<file path="config.mk">
export PLATFORM = sky130hd
export DESIGN_NAME = hpd_gate_ctrl
export DESIGN_NICKNAME = d
export VERILOG_FILES = /design/src/rtl/hpd_gate_pkg.sv /design/src/rtl/pdg_mode_hold.sv /design/src/rtl/pdg_window.sv /design/src/rtl/pdg_policy.sv /design/src/rtl/hpd_gate_ctrl.sv
export SDC_FILE = /design/constraint.sdc
export NUM_CORES = 1
export LEC_CHECK = 0
export BUFFER_PORTS_ARGS = -buffer_cell sky130_fd_sc_hd__buf_2
export CAP_MARGIN = 20
export CORE_ASPECT_RATIO = 0.5
export CORE_UTILIZATION = 30
export CTS_BUF_LIST = sky130_fd_sc_hd__clkbuf_8
export DETAILED_ROUTE_END_ITERATION = 7
export GPL_TIMING_DRIVEN = 0
export SLEW_MARGIN = 20
export SYNTH_ARGS = -nofsm -noshare
export SYNTH_HDL_FRONTEND = slang
export SYNTH_SLANG_ARGS = --single-unit
</file>
<file path="constraint.sdc">
create_clock -name clk -period 6.36 [get_ports clk]
set_input_delay 1.272 -clock clk [delete_from_list [all_inputs] [get_ports clk]]
set_output_delay 1.272 -clock clk [all_outputs]
set_load 0.05 [all_outputs]
</file>
<file path="src/rtl/hpd_gate_pkg.sv">
package hpd_gate_pkg;

  typedef enum logic [1:0] {
    COND_UNLOCKED = 2'd0,
    COND_WEAK     = 2'd1,
    COND_STRONG   = 2'd2
  } sig_cond_e;

  typedef enum logic [1:0] {
    PUMP_OFF  = 2'd0,
    PUMP_LOW  = 2'd1,
    PUMP_MID  = 2'd2,
    PUMP_HIGH = 2'd3
  } pump_code_e;

  typedef struct packed {
    sig_cond_e cond;
    logic      retrace;
  } line_mode_t;

  localparam line_mode_t MODE_RESET = '{cond: COND_UNLOCKED, retrace: 1'b0};

  // Map the two loop-condition flags onto a signal condition.
  function automatic sig_cond_e classify(input logic is_locked, input logic is_noisy);
    if (!is_locked)     return COND_UNLOCKED;
    else if (is_noisy)  return COND_WEAK;
    else                return COND_STRONG;
  endfunction

  // A window of 'width' positions centred on position 0 of a 'len' long line.
  // The leading half sits before the wrap, the trailing half after it.
  function automatic logic near_edge(input int unsigned pos,
                                     input int unsigned len,
                                     input int unsigned width);
    int unsigned lead;
    int unsigned trail;
    lead  = width / 2;
    trail = width - 1 - lead;
    return ((pos + lead) >= len) || (pos <= trail);
  endfunction

endpackage

</file>
<file path="src/rtl/pdg_mode_hold.sv">
module pdg_mode_hold
  import hpd_gate_pkg::*;
(
  input  logic       clk,
  input  logic       rst_n,
  input  logic       capture,
  input  logic       noisy,
  input  logic       locked,
  input  logic       v_retrace,
  output line_mode_t mode_eff,
  output line_mode_t mode_held
);

  line_mode_t mode_new;

  always_comb begin
    mode_new.cond    = classify(locked, noisy);
    mode_new.retrace = v_retrace;
  end

  assign mode_eff = capture ? mode_new : mode_held;

  always_ff @(posedge clk) begin
    if (!rst_n) mode_held <= MODE_RESET;
    else        mode_held <= mode_eff;
  end

endmodule

</file>
<file path="src/rtl/pdg_window.sv">
module pdg_window
  import hpd_gate_pkg::*;
#(
  parameter int LINE_CLKS   = 858,
  parameter int NARROW_CLKS = 77,
  parameter int WIDE_CLKS   = 162,
  localparam int POS_W      = $clog2(LINE_CLKS)
) (
  input  logic [POS_W-1:0] pos,
  output logic             hit_narrow,
  output logic             hit_wide
);

  localparam int NWIN = 2;
  logic [NWIN-1:0] hit;

  for (genvar g = 0; g < NWIN; g++) begin : g_win
    localparam int WIDTH = (g == 0) ? NARROW_CLKS : WIDE_CLKS;
    assign hit[g] = near_edge(32'(pos), LINE_CLKS, WIDTH);
  end

  assign hit_narrow = hit[0];
  assign hit_wide   = hit[1];

endmodule

</file>
<file path="src/rtl/pdg_policy.sv">
module pdg_policy
  import hpd_gate_pkg::*;
(
  input  line_mode_t mode,
  input  logic       hit_narrow,
  input  logic       hit_wide,
  output logic       gate_open,
  output pump_code_e pump
);

  always_comb begin
    gate_open = 1'b1;
    pump      = PUMP_MID;
    unique case (mode.cond)
      COND_UNLOCKED: begin
        gate_open = 1'b1;
        pump      = mode.retrace ? PUMP_HIGH : PUMP_MID;
      end
      COND_WEAK: begin
        gate_open = hit_narrow;
        pump      = hit_narrow ? PUMP_LOW : PUMP_OFF;
      end
      COND_STRONG: begin
        if (mode.retrace) begin
          gate_open = hit_wide;
          pump      = hit_wide ? PUMP_HIGH : PUMP_OFF;
        end else begin
          gate_open = 1'b1;
          pump      = PUMP_MID;
        end
      end
      default: begin
        gate_open = 1'b1;
        pump      = PUMP_MID;
      end
    endcase
  end

endmodule

</file>
<file path="src/rtl/hpd_gate_ctrl.sv">
module hpd_gate_ctrl
  import hpd_gate_pkg::*;
#(
  parameter int LINE_CLKS   = 858,
  parameter int NARROW_CLKS = 77,
  parameter int WIDE_CLKS   = 162,
  localparam int POS_W      = $clog2(LINE_CLKS),
  localparam int UPD_POS    = LINE_CLKS / 2
) (
  input  logic             clk,
  input  logic             rst_n,
  input  logic [POS_W-1:0] line_pos,
  input  logic             noisy,
  input  logic             locked,
  input  logic             v_retrace,
  output logic             pd_gate_en,
  output logic [1:0]       pump_sel
);

  // Named internal events for the checker.
  logic       upd_evt;
  line_mode_t mode_eff;
  line_mode_t mode_held;
  line_mode_t mode_out_q;
  logic       hit_narrow;
  logic       hit_wide;
  logic       gate_d;
  pump_code_e pump_d;
  logic       gate_q;
  pump_code_e pump_q;

  assign upd_evt = (line_pos == POS_W'(UPD_POS));

  pdg_mode_hold u_mode (
    .clk       (clk),
    .rst_n     (rst_n),
    .capture   (upd_evt),
    .noisy     (noisy),
    .locked    (locked),
    .v_retrace (v_retrace),
    .mode_eff  (mode_eff),
    .mode_held (mode_held)
  );

  pdg_window #(
    .LINE_CLKS   (LINE_CLKS),
    .NARROW_CLKS (NARROW_CLKS),
    .WIDE_CLKS   (WIDE_CLKS)
  ) u_win (
    .pos        (line_pos),
    .hit_narrow (hit_narrow),
    .hit_wide   (hit_wide)
  );

  pdg_policy u_pol (
    .mode       (mode_eff),
    .hit_narrow (hit_narrow),
    .hit_wide   (hit_wide),
    .gate_open  (gate_d),
    .pump       (pump_d)
  );

  always_ff @(posedge clk) begin
    if (!rst_n) begin
      gate_q     <= 1'b1;
      pump_q     <= PUMP_MID;
      mode_out_q <= MODE_RESET;
    end else begin
      gate_q     <= gate_d;
      pump_q     <= pump_d;
      mode_out_q <= mode_eff;
    end
  end

  assign pd_gate_en = gate_q;
  assign pump_sel   = pump_q;

endmodule

</file>
**Yosys cells after proc, flatten, opt, wreduce, memory -nomap -nowiden**

Cells that the tools add are included.

- Add/subtract/negate cells: 2
- Magnitude comparators: 4
- Equality and inequality tests: 3
- Multiplexer cells: 10
- Reductions and logical operators: 3

Operators by type and width:

| cell | count |
|---|---|
| 32-bit by 10-bit greater-or-equal comparator with 1-bit output (second input constant) | 2 |
| 10-bit by 6-bit adder with 11-bit output (second input constant) | 1 |
| 10-bit by 7-bit adder with 11-bit output (second input constant) | 1 |
| 10-bit by 9-bit equality test with 1-bit output (second input constant) | 1 |
| 10-bit by 6-bit less-or-equal comparator with 1-bit output (second input constant) | 1 |
| 10-bit by 7-bit less-or-equal comparator with 1-bit output (second input constant) | 1 |
| 2-bit 2-to-1 mux | 4 |
| 2-bit case mux with 3 select lines | 1 |
| 1-bit 2-to-1 mux | 3 |
| 3-bit 2-to-1 mux | 1 |
| 2-bit by 1-bit equality test with 1-bit output (second input constant) | 1 |
| 2-bit equality test (second input constant) | 1 |
| 2-bit logical NOT | 1 |
| 1-bit logical OR | 2 |
| 1-bit case mux with 2 select lines | 1 |

- Register bits: 6

**Logic depth before layout (Yosys ltp)**

- Depth in word-level cells: 6
- Gate-level depth with buffers: 12
- Mapped depth without buffers: 12

**Modules after synthesis**

Synthesis repeated with hierarchy kept, for this count alone.

- Cells, all modules: 100
- Area, all modules: 784.5 µm²

Modules (own cells, without submodules):

| module | times used | cells each | area an instance (µm²) | seq. area each (µm²) |
|---|---|---|---|---|
| pdg_window | 1 | 63 | 437.9 | 0.0 |
| pdg_mode_hold | 1 | 13 | 131.4 | 60.1 |
| hpd_gate_ctrl | 1 | 9 | 112.6 | 60.1 |
| pdg_policy | 1 | 15 | 102.6 | 0.0 |

**Worst setup path after synthesis**

Ideal clock, no wire load.

- Path type: input to register
- Start: input line_pos[1]
- End: register pump_q[0] (netlist: pump_sel[0])
- Data arrival time: 3.215 ns
- Required time: 6.267 ns
- Path slack: 3.052 ns
- Stages: 12
- Path buffers: 0
- Cell sequence: inv_1 > ha_1 > nand4b_1 > nor4_4 > nor2b_1 > a31oi_1 > inv_1 > ha_1 > or2b_1 > a41oi_1 > nand4_1 > o311ai_2

RTL lines:

| element | line | text |
|---|---|---|
| start, declared | hpd_gate_ctrl.sv:12 | `input logic [POS_W-1:0] line_pos,` |
| end signal, assigned | hpd_gate_ctrl.sv:70 | `pump_q <= pump_d;` |
| end, declared | hpd_gate_ctrl.sv:30 | `pump_code_e pump_q;` |

==> impl_metrics.toml <==
[global_route]
grt_start_max_net_pins = 11
grt_pass1_vias = 674
track_usage_pct = 12.3
grt-ovfl-total = 0
antenna_found_initial = 0
grt_pass1_wl_um = 2890

[worst_setup_path]
crit_slowest_cell = "a31oi_1"
startpoint_type = "input port"
r2r-start = "u_mode.mode_held[1]"
r2r_slack_ns = 4.53
crit_arrival_ns = 3.70
crit_chain = "buf_2 > inv_1 > ha_1 > nand4b_1 > nor4_4 > nor2b_1 > a31oi_1 > inv_1 > ha_1 > or2b_1 > a41oi_1 > nand4_1 > o311ai_2"
end_kind = "flip-flop"
reg2reg_depth = 8
r2r_end = "pump_sel[0]"
worst_path_largest_cell_delay_ns = 0.33
cp_max_fo = 10
cp.required_ns = 6.48
critPathBufInv = 3
cpLargestDelayFamily = "simple AND/OR/NAND/NOR gates"
critPathKind = "in -> reg"

[clocking]
cts_made_buffers = 3
cts.clk_slew.worst_paths_ns = 0.03
cts_tree = "yes"
cts_resized = 0
clk_latency_ns = 0.22
cts_sinks = 6
htreeDepth = 1
cts-root-buf = "clkbuf_8"
postCtsSetupRepairBufs = 0
cts_max_path_buffers = 2
ctsHoldBuffers = 0

[synthesis]
synth_edf_count = 0
yosysUniqueCellTypes = 45
synth_compound_area_share_pct = 27.4
synthCells = 95
yosysWarningCount = 0
synth_top_family_by_area = "simple AND/OR/NAND/NOR gates"
ys_seq_area_share_pct = 14.2
synth_seq_cells = 6
postSynthAreaPerCell_um2 = 8.90
synth_nets = 120
synth_xor_area_share_pct = 3.11
ys.flop_type = "dfxtp_1"
synth-simple-area-share_pct = 29.3
async_flop_share_pct = 0
synth_area_um2 = 846
synth_mux_area_share_pct = 4.14
synth_fa_ha_area_share_pct = 14.8

[sta]
hold_violations = 0
setup_slack_ns = 2.79
finalCritPeriodShare_pct = 56.2
slew_viol_final = 0
fmax_mhz = 280
skew_ns = 0.00133
worst_slew_pin_slew_ns = 0.387
tns_ns = 0
rsz0062_at_grt = "false"
finalSetupViolations = 0
timing.slew.headroom_pct = 74.1
finalCriticalPeriod_ns = 3.57

[drt]
drc = 2
antenna_left = 0
routed_via_density = 5.14
vias = 776
wl_per_cell_um = 11.9
first_pass_iters = 6
routed_wl_um = 1800
drt_iter0_markers = 100

[power_and_ir_drop]
powerDensity_nw_per_um2 = 126
p_leak_nw = 0.400
peakVddDrop_mv = 0.123

[final_layout]
diodes = 0
fill_cells = 285
area_delta_synth_final_pct = 19.8
drive_gt1_share_pct = 31.6
fin_util_pct = 38.5
seqCellArea_um2 = 120
multi_input_area_um2 = 666
fin_nets = 141

[floorplan]
start_util_pct = 32.1
rows = 13
core_um2 = 2640
die_w_um = 77.1
pin_count = 18
die_h_um = 39.5
die-area_um2 = 3050

[worst_hold_path]
whs_path_depth = 2
min_from = "u_mode.mode_held[0]"
hold_path.class = "reg -> reg"
worstHoldEndpoint = "u_mode.mode_held[0]"

[job]
max_cap_violations = 0

[placement]
io_buffer_count = 16
dp_slack_ns = 2.56
gp_congestion = 0.772
dp_hpwl_um = 1430

[run_status]
outcome = "complete, but fails checks"
violations = "design-rule violations"
[worst max-delay path by stage]
stage | start | end | slack, ns | cells past startpoint
after floorplan | line_pos[1] | pump_sel[0] | 3.05 | 12
after global placement | line_pos[1] | pump_sel[0] | 2.57 | 13
after detailed placement | line_pos[1] | pump_sel[0] | 2.56 | 13
after CTS | line_pos[1] | pump_sel[0] | 2.76 | 13
after global routing | line_pos[1] | pump_sel[0] | 2.55 | 13
final | line_pos[1] | pump_sel[0] | 2.79 | 13
[metrics by stage]
step           instance area (um^2)  cells  hold WS [ns]  power [mW]
6_report                       1010    151         0.553       0.128
5_1_grt                        1010    151         0.599       0.136
4_1_cts                        1010    151         0.563       0.130
3_5_place_dp                    972    148         0.554      0.0726
3_3_place_gp                    972    148         0.548      0.0724
2_1_floorplan                   846     95         0.515      0.0601
[worst min-delay path, cell delays in order, from the launching register on]
cell	delay [ns]
dfxtp_1	0.29
mux2i_1	0.10
nor2b_1	0.12
[cell usage after synthesis (all sizes together) (2+ instances only)]
| cell | instances | area share (%) |
|---|---|---|
| nor4b | 2 | 2.1 |
| ha | 10 | 15 |
| nand2 | 4 | 1.8 |
| a21boi | 2 | 2.2 |
| nor2 | 3 | 1.3 |
| dfxtp | 6 | 14 |
| o21ai | 5 | 3.0 |
| mux2i | 2 | 2.4 |
| nand3 | 4 | 3.0 |
| a21oi | 3 | 1.8 |
| a211oi | 4 | 4.7 |
| a41oi | 2 | 3.0 |
| o211ai | 3 | 2.7 |
| nor2b | 6 | 4.4 |
| or3 | 2 | 1.5 |
| xnor2 | 2 | 2.1 |
| and2 | 3 | 2.5 |
| nand4 | 3 | 2.2 |
| nand3b | 3 | 2.7 |
| buf | 4 | 4.9 |
| inv | 5 | 2.2 |
[flip-flops by register name, summed over array words and instances (netlist names)]
signal,count
pump_sel,2
u_mode.mode_held,3
pd_gate_en,1
[cell families (layout without fill, tap and decap cells)]
group,count (synthesis),in the layout
XOR/XNOR,3,3
adder cells (fa/ha/maj),10,10
buffers and inverters,9,28
flip-flops,6,6
AO/OA/AOI/OAI,27,27
AND/OR/NAND/NOR,37,37
multiplexers,3,3
[layout make-up]
cell class                      count  share of cell area, %
Timing Repair Buffer               16                   7.90
Buffer                              4                   4.07
Clock buffer                        3                   4.07
Inverter                            5                   1.85
Multi-Input combinational cell     80                   65.7
Tap cell                           37                   4.57
Sequential cell                     6                   11.9
[power by group]
part | internal [mW] | switching [mW]
Combinational | 0.0151 | 0.0193
Sequential | 0.0379 | 0.00000377
Clock | 0.0405 | 0.0149
[layer usage]
| metal | routed length [um] | global-route usage (%) | up-vias | part of all wire, % |
|---|---|---|---|---|
| met5 | 0 | 0 | - | 0 |
| met1 | 931 | 15.8 | 371 | 52 |
| met4 | 0 | 0 | 0 | 0 |
| met2 | 823 | 21.7 | 7 | 46 |
| li1 | - | - | 398 | - |
| met3 | 47 | 3.72 | 0 | 2.6 |
[cells in the final DEF, fill, tap and decap left out, types with 4 or more instances in the layout]
cell type  count
dfxtp_1        6
ha_1          10
inv_1          5
o21ai_0        4
nand2_1        4
buf_2         16
nor2b_1        6
Power figures use the tool's default switching activity.
